--- config.mk ---
export PLATFORM = sky130hd
export DESIGN_NAME = msi_cache_ctrl
export DESIGN_NICKNAME = d
export VERILOG_FILES = /design/src/rtl/msi_pkg.sv /design/src/rtl/msi_line_store.sv /design/src/rtl/msi_snoop_unit.sv /design/src/rtl/msi_cache_ctrl.sv
export SDC_FILE = /design/constraint.sdc
export NUM_CORES = 1
export LEC_CHECK = 0
export BUFFER_PORTS_ARGS = -buffer_cell sky130_fd_sc_hd__buf_2
export CORE_ASPECT_RATIO = 1.2
export CORE_MARGIN = 2
export CORE_UTILIZATION = 55
export CTS_BUF_LIST = sky130_fd_sc_hd__clkbuf_4 sky130_fd_sc_hd__clkbuf_8
export DETAILED_ROUTE_END_ITERATION = 10
export GPL_TIMING_DRIVEN = 0
export PLACE_DENSITY = 0.78
export SYNTH_ARGS = -nofsm -noshare
export SYNTH_HDL_FRONTEND = slang
export SYNTH_HIERARCHICAL = 1
export SYNTH_SLANG_ARGS = --single-unit
--- constraint.sdc ---
create_clock -name clk -period 4.7 [get_ports clk]
set_clock_uncertainty 0.1 [all_clocks]
set_input_delay 0.235 -clock clk [delete_from_list [all_inputs] [get_ports clk]]
set_output_delay 0.235 -clock clk [all_outputs]
set_load 0.005 [all_outputs]
--- src/rtl/msi_pkg.sv ---
package msi_pkg;

    typedef enum logic [1:0] {
        LS_I = 2'b00,
        LS_S = 2'b01,
        LS_M = 2'b10
    } line_st_e;

    typedef enum logic [1:0] {
        BC_NONE = 2'b00,
        BC_RD   = 2'b01,
        BC_RDX  = 2'b10,
        BC_WB   = 2'b11
    } bus_cmd_e;

    typedef enum logic [1:0] {
        PS_IDLE = 2'b00,
        PS_WB   = 2'b01,
        PS_FILL = 2'b10
    } proc_st_e;

endpackage

--- src/rtl/msi_line_store.sv ---
module msi_line_store
    import msi_pkg::*;
#(
    parameter int LINES  = 4,
    parameter int TAG_W  = 6,
    parameter int DATA_W = 32,
    localparam int IDX_W = $clog2(LINES)
) (
    input  logic              clk,
    input  logic              rst_n,
    input  logic              wr_en,
    input  logic [IDX_W-1:0]  wr_idx,
    input  line_st_e          wr_st,
    input  logic [TAG_W-1:0]  wr_tag,
    input  logic [DATA_W-1:0] wr_data,
    input  logic [IDX_W-1:0]  a_idx,
    output line_st_e          a_st,
    output logic [TAG_W-1:0]  a_tag,
    output logic [DATA_W-1:0] a_data,
    input  logic [IDX_W-1:0]  b_idx,
    output line_st_e          b_st,
    output logic [TAG_W-1:0]  b_tag,
    output logic [DATA_W-1:0] b_data
);

    line_st_e          st_q   [LINES];
    logic [TAG_W-1:0]  tag_q  [LINES];
    logic [DATA_W-1:0] data_q [LINES];

    for (genvar g = 0; g < LINES; g++) begin : g_line
        logic sel;
        assign sel = wr_en && (wr_idx == IDX_W'(g));

        always_ff @(posedge clk or negedge rst_n) begin
            if (!rst_n) begin
                st_q[g]   <= LS_I;
                tag_q[g]  <= '0;
                data_q[g] <= '0;
            end else if (sel) begin
                st_q[g]   <= wr_st;
                tag_q[g]  <= wr_tag;
                data_q[g] <= wr_data;
            end
        end
    end

    assign a_st   = st_q[a_idx];
    assign a_tag  = tag_q[a_idx];
    assign a_data = data_q[a_idx];
    assign b_st   = st_q[b_idx];
    assign b_tag  = tag_q[b_idx];
    assign b_data = data_q[b_idx];

endmodule

--- src/rtl/msi_snoop_unit.sv ---
module msi_snoop_unit
    import msi_pkg::*;
#(
    parameter int TAG_W  = 6,
    parameter int DATA_W = 32
) (
    input  logic              snp_valid,
    input  logic [1:0]        snp_cmd,
    input  logic [TAG_W-1:0]  snp_tag,
    input  logic              bus_gnt,
    input  line_st_e          line_st,
    input  logic [TAG_W-1:0]  line_tag,
    input  logic [DATA_W-1:0] line_data,
    output logic              upd_en,
    output line_st_e          upd_st,
    output logic              flush_valid,
    output logic [DATA_W-1:0] flush_data
);

    logic live;
    logic hit;
    logic dirty;

    // A snoop in our own grant cycle is our own transaction: ignore it.
    assign live  = snp_valid && !bus_gnt;
    assign hit   = live && (line_st != LS_I) && (line_tag == snp_tag);
    assign dirty = hit && (line_st == LS_M);

    always_comb begin
        upd_en      = 1'b0;
        upd_st      = line_st;
        flush_valid = 1'b0;
        flush_data  = '0;
        unique case (snp_cmd)
            BC_RD: begin
                if (dirty) begin
                    upd_en      = 1'b1;
                    upd_st      = LS_S;
                    flush_valid = 1'b1;
                    flush_data  = line_data;
                end
            end
            BC_RDX: begin
                if (hit) begin
                    upd_en = 1'b1;
                    upd_st = LS_I;
                end
                if (dirty) begin
                    flush_valid = 1'b1;
                    flush_data  = line_data;
                end
            end
            default: begin
            end
        endcase
    end

endmodule

--- src/rtl/msi_cache_ctrl.sv ---
module msi_cache_ctrl
    import msi_pkg::*;
#(
    parameter int LINES = 4,
    parameter int AW    = 8,
    parameter int DW    = 32,
    localparam int IDX_W = $clog2(LINES),
    localparam int TAG_W = AW - IDX_W
) (
    input  logic          clk,
    input  logic          rst_n,
    input  logic          cpu_req,
    input  logic          cpu_we,
    input  logic [AW-1:0] cpu_addr,
    input  logic [DW-1:0] cpu_wdata,
    output logic          cpu_done,
    output logic [DW-1:0] cpu_rdata,
    output logic          bus_req,
    output logic [1:0]    bus_cmd,
    output logic [AW-1:0] bus_addr,
    output logic [DW-1:0] bus_wdata,
    input  logic          bus_gnt,
    input  logic [DW-1:0] bus_rdata,
    input  logic          snp_valid,
    input  logic [1:0]    snp_cmd,
    input  logic [AW-1:0] snp_addr,
    output logic          flush_valid,
    output logic [DW-1:0] flush_data
);

    typedef struct packed {
        proc_st_e      st;
        logic [AW-1:0] addr;
        logic          we;
        logic [DW-1:0] wdata;
        logic          done;
        logic [DW-1:0] rdata;
    } ctrl_t;

    ctrl_t q, n;

    // line store ports
    logic              wr_en;
    logic [IDX_W-1:0]  wr_idx;
    line_st_e          wr_st;
    logic [TAG_W-1:0]  wr_tag;
    logic [DW-1:0]     wr_data;
    line_st_e          a_st, b_st;
    logic [TAG_W-1:0]  a_tag, b_tag;
    logic [DW-1:0]     a_data, b_data;

    // snoop unit outputs
    logic              snp_upd;
    line_st_e          snp_new_st;

    logic [AW-1:0]     cur_addr;
    logic [IDX_W-1:0]  cur_idx;
    logic [TAG_W-1:0]  cur_tag;
    logic [IDX_W-1:0]  snp_idx;
    logic [TAG_W-1:0]  snp_tag;
    logic              tag_match;

    assign cur_addr  = (q.st == PS_IDLE) ? cpu_addr : q.addr;
    assign cur_idx   = cur_addr[IDX_W-1:0];
    assign cur_tag   = cur_addr[AW-1:IDX_W];
    assign snp_idx   = snp_addr[IDX_W-1:0];
    assign snp_tag   = snp_addr[AW-1:IDX_W];
    assign tag_match = (a_st != LS_I) && (a_tag == cur_tag);

    msi_line_store #(
        .LINES  (LINES),
        .TAG_W  (TAG_W),
        .DATA_W (DW)
    ) u_store (
        .clk     (clk),
        .rst_n   (rst_n),
        .wr_en   (wr_en),
        .wr_idx  (wr_idx),
        .wr_st   (wr_st),
        .wr_tag  (wr_tag),
        .wr_data (wr_data),
        .a_idx   (cur_idx),
        .a_st    (a_st),
        .a_tag   (a_tag),
        .a_data  (a_data),
        .b_idx   (snp_idx),
        .b_st    (b_st),
        .b_tag   (b_tag),
        .b_data  (b_data)
    );

    msi_snoop_unit #(
        .TAG_W  (TAG_W),
        .DATA_W (DW)
    ) u_snoop (
        .snp_valid   (snp_valid),
        .snp_cmd     (snp_cmd),
        .snp_tag     (snp_tag),
        .bus_gnt     (bus_gnt),
        .line_st     (b_st),
        .line_tag    (b_tag),
        .line_data   (b_data),
        .upd_en      (snp_upd),
        .upd_st      (snp_new_st),
        .flush_valid (flush_valid),
        .flush_data  (flush_data)
    );

    always_comb begin
        n      = q;
        n.done = 1'b0;

        bus_req   = 1'b0;
        bus_cmd   = BC_NONE;
        bus_addr  = '0;
        bus_wdata = '0;

        // Snoop updates: only when no processor write can happen this cycle.
        wr_en   = snp_upd;
        wr_idx  = snp_idx;
        wr_st   = snp_new_st;
        wr_tag  = b_tag;
        wr_data = b_data;

        unique case (q.st)
            PS_IDLE: begin
                // Snoop has priority: a new request waits one cycle.
                if (cpu_req && !snp_valid) begin
                    n.addr  = cpu_addr;
                    n.we    = cpu_we;
                    n.wdata = cpu_wdata;
                    if (tag_match && !cpu_we) begin
                        n.done  = 1'b1;
                        n.rdata = a_data;
                    end else if (tag_match && cpu_we && (a_st == LS_M)) begin
                        wr_en   = 1'b1;
                        wr_idx  = cur_idx;
                        wr_st   = LS_M;
                        wr_tag  = cur_tag;
                        wr_data = cpu_wdata;
                        n.done  = 1'b1;
                        n.rdata = cpu_wdata;
                    end else if (a_st == LS_M) begin
                        n.st = PS_WB;
                    end else begin
                        n.st = PS_FILL;
                    end
                end
            end
            PS_WB: begin
                if ((a_st == LS_M) && (a_tag != cur_tag)) begin
                    bus_req   = 1'b1;
                    bus_cmd   = BC_WB;
                    bus_addr  = {a_tag, cur_idx};
                    bus_wdata = a_data;
                    if (bus_gnt) begin
                        wr_en   = 1'b1;
                        wr_idx  = cur_idx;
                        wr_st   = LS_I;
                        wr_tag  = a_tag;
                        wr_data = a_data;
                        n.st    = PS_FILL;
                    end
                end else begin
                    // Victim was taken by a snoop while waiting.
                    n.st = PS_FILL;
                end
            end
            PS_FILL: begin
                bus_req  = 1'b1;
                bus_cmd  = q.we ? BC_RDX : BC_RD;
                bus_addr = q.addr;
                if (bus_gnt) begin
                    wr_en   = 1'b1;
                    wr_idx  = cur_idx;
                    wr_st   = q.we ? LS_M : LS_S;
                    wr_tag  = cur_tag;
                    wr_data = q.we ? q.wdata : bus_rdata;
                    n.rdata = q.we ? q.wdata : bus_rdata;
                    n.done  = 1'b1;
                    n.st    = PS_IDLE;
                end
            end
            default: n.st = PS_IDLE;
        endcase
    end

    always_ff @(posedge clk or negedge rst_n) begin
        if (!rst_n) begin
            q <= '0;
        end else begin
            q <= n;
        end
    end

    assign cpu_done  = q.done;
    assign cpu_rdata = q.rdata;

endmodule

==> results by group <==
Clock tree
  • Clock Root Buffer: clkbuf_8
  • Clock slew at reported path FFs: 70 ps
  • CTS max path bufs: 3
  • Later-pin clock latency in the skew report: 560 ps
  • CTS H-Tree Depth: 2
  • Clock tree from TritonCTS: built
  • Num CTS Buffers: 40
  • Clock sink count: 236

Min path
  • Min-delay worst type: in -> reg

Outcome
  • Status: finished, violations left
  • Violated checks: setup timing

Synthesis
  • Syn Nets: 1317
  • Register area share after synthesis: 39.86%
  • Synth unique cells: 64
  • Compound-gate portion of the synthesized area: 11.10%
  • Synth warnings: 6
  • Post-synthesis mux area share: 33.67%
  • Post-synth EDFFs: 0
  • Synthesis-stage register bit count: 236
  • Simple-gate area share of the yosys netlist: 7.939%
  • Synthesized area per cell: 12.12 sq um
  • Synth Instances: 1222
  • Largest area contributor in the netlist: dfrtp_1
  • Xor/xnor share of the synthesized area: 0.8277%
  • Post-Synth Adder-Cell Area: 0.5912%
  • Cell area after synthesis: 14810 sq um
  • Main combinational cell family by area after synthesis: multiplexers
  • Post-synth top flop: dfrtp_1
  • Synth async-reset ratio: 100.0%
  • Synth area leaders: dfrtp_1 40%, mux2_2 15%, mux4_2 12%
  • Top cell type's share of synthesized area: 39.86%

Floorplan
  • Die height: 183.8 um
  • Top Ports: 197
  • Core area: 26430 sq um
  • Initial Util: 56.05%
  • Die Area: 28270 sq um
  • Row Count: 65
  • Die Width: 153.8 um

Detailed routing
  • Post-route DRC: 0
  • Post-DRT Antenna Nets: 0
  • Routed len/inst: 24.06 um
  • TritonRoute pass-1 iters: 7
  • First DRT Iteration DRCs: 1162
  • WL final: 45660 um
  • Via count: 12130
  • Avg Vias per Cell: 6.392

Global routing
  • Initial antenna violation count: 0
  • Global-route wire length before repair: 68900 um
  • Largest net degree at the start of global routing: 123
  • Vias in the first global route: 12400
  • Gr ovfl total: 0
  • Total track usage: 31.68%

Timing
  • Crit share post-route: 100.0%
  • Worst Tran Pin Value: 985.7 ps
  • Count of pins over their slew limit: 0
  • Slew HR: 34.29%
  • Fin. Hold Viols: 0
  • Final Setup Violations: 1
  • Min Tclk post-route: 4700 ps
  • Unrepaired setup endpoints after global routing: yes
  • Setup slack after layout: -0.4023 ps
  • Setup TNS: -0.4023 ps
  • Max Clock Freq: 212.7 MHz

Final layout
  • # nets final: 1633
  • Area of the multi-input gates: 8318 sq um
  • Register area: 5906 sq um
  • Ratio of cells with drive above 1 in the final layout: 45.43%
  • Area Overhead vs Synth: 23.18%
  • Final Non-Filler Cells: 1898
  • Post-layout util: 69.04%
  • N_diodes: 0
  • Number of filler cells placed in the layout: 1873

Place
  • Post-DP HPWL: 30820 um
  • Gpl congestion: 0.9460
  • Cells after DPL: 1754
  • Port Buffers: 196

Worst setup path
  • Largest stage delay, worst path: 500 ps
  • Reg2reg setup slack: -0.4 ps
  • CP max-delay cell: mux4_2
  • Critical Path Sink Type: flip-flop
  • Max FO, Critical Path: 10
  • Crit path launch type: flip-flop
  • Cells along the critical path: inv_2 -> ha_4 -> buf_12 -> mux2_4 -> buf_6 -> buf_12 -> mux4_2 -> xnor2_4 -> nor4_4 -> buf_6 -> a21boi_2 -> clkbuf_8 -> o311a_1 -> a221o_1 -> nor3b_4 -> buf_6 -> clkbuf_16 -> mux2_4
  • Setup CP Type: reg -> reg
  • Worst path required time: 5030 ps
  • CP most frequent cell: buf_6
  • Crit path DAT: 5030 ps

Power
  • Peak supply drop: 0.2573 mV
  • Pwr per Cell Area: 508.0 nW/um^2
  • Power Total: 9270 uW
  • Leak pwr: 0.008871 uW

Flow run
  • MaxCap Viol Count: 0
[final cells by class]
cell class / instances / share of cell area (%)
tap: 335 / 2.297
buffer: 121 / 4.690
clock buffer: 63 / 4.203
inverter: 37 / 0.7611
sequential: 236 / 32.36
multi-input combinational: 822 / 45.58
timing repair buffer: 280 / 9.970
clock inverter: 4 / 0.1303
[report_power, final]
group	switching [uW]	total [uW]	internal, uW
logic	2090	4180	2090
registers	469	3210	2740
clock network	848	1880	1030
[worst paths after layout]
check                      cells after the start             endpoint         start
setup reg to reg                              18  u_store/data_q[102]         q[74]
max in group asynchronous                      3   u_store/data_q[48]         rst_n
hold / removal                                 5         cpu_rdata[5]  bus_rdata[5]
min in group asynchronous                      2     u_store/tag_q[9]         rst_n
hold reg to reg                                1                q[63]         q[63]
setup / recovery                              18  u_store/data_q[102]         q[74]
[repair_timing]
item / 4_1_cts / 5_1_grt
hold buffers: 42 / 0
gates cloned: 0 / 3
endpoints found under the setup margin: 234 / 185
pin swaps: 11 / 12
setup buffers: 23 / 15
gates resized for setup: 59 / 42
hold endpoints to repair: 157 / 0
[critical path, delay by kind of cell (launching register included)]
kind / cells / cell delay [ps]
compound gates: 3 / 760
simple gates: 2 / 560
mux: 3 / 1110
fa+ha+maj: 1 / 160
flops: 1 / 410
buf+inv: 8 / 1260
xor+xnor: 1 / 200
[per-stage QoR]
| step | hold slack (ps) | area, sq um | worst slack [ps] |
|---|---|---|---|
| floorplan | -160.6 | 14890 | 11.25 |
| global placement | 381.3 | 16290 | -1062 |
| detailed placement | 260.7 | 16330 | -1114 |
| CTS | 103.4 | 17950 | 0.2727 |
| global route | 137.9 | 18250 | -50.45 |
| finish | 113.2 | 18250 | -0.4023 |
[state kept, by name, indices dropped and copies added (netlist names)]
name / flops
cpu_done: 1
q: 43
cpu_rdata: 32
u_store/tag_q: 24
u_store/data_q: 128
u_store/st_q: 8
[cell families after synthesis]
logic type      Yosys count
mux                     368
compound gates          216
xor+xnor                 14
buf+inv                 164
fa+ha+maj                 7
flops                   236
simple gates            217
[synthesized netlist by cell type (6+ instances only)]
master / instances
a211oi_1: 6
a22oi_1: 7
buf_6: 9
a31oi_1: 25
buf_1: 8
mux2_2: 203
a221o_1: 15
ha_1: 7
dfrtp_1: 236
inv_1: 37
nor2_1: 51
nor2b_1: 14
mux2i_1: 71
a41o_1: 7
nand3_1: 10
o211ai_1: 17
mux2_4: 7
and3_1: 6
buf_4: 52
o221ai_1: 8
clkbuf_1: 48
o2bb2ai_1: 23
mux4_2: 80
buf_2: 10
o21ai_0: 11
a21oi_1: 18
nand2_1: 45
and2_1: 66
xnor2_1: 11
a21boi_0: 45
[layer usage]
metal / vias to the layer above / track usage, % / part of all wire, %
li1: 5176 / - / -
met1: 6097 / 39.64 / 38
met2: 697 / 53.41 / 49
met3: 162 / 6.223 / 8.2
met4: 0 / 14.92 / 4.7
met5: - / 0 / 0
[layout by cell type, fill, tap and decap left out, drive strengths merged, types with 4 or more instances in the layout]
cell	instances
o32a	5
o21ai	14
o221ai	8
a41o	7
a221o	15
clkbuf	110
a21boi	47
nand2	45
a22oi	7
a21oi	18
o31ai	4
a211oi	6
dfrtp	236
nor2b	14
and3	6
buf	312
o21a	4
o2bb2ai	23
ha	7
mux4	80
and2	66
inv	38
xnor2	11
mux2i	73
a31oi	25
nand3	11
mux2	215
nor2	51
o211ai	17
dlygate4sd3	42
nor3	7
(Power assumes the default switching activity.)
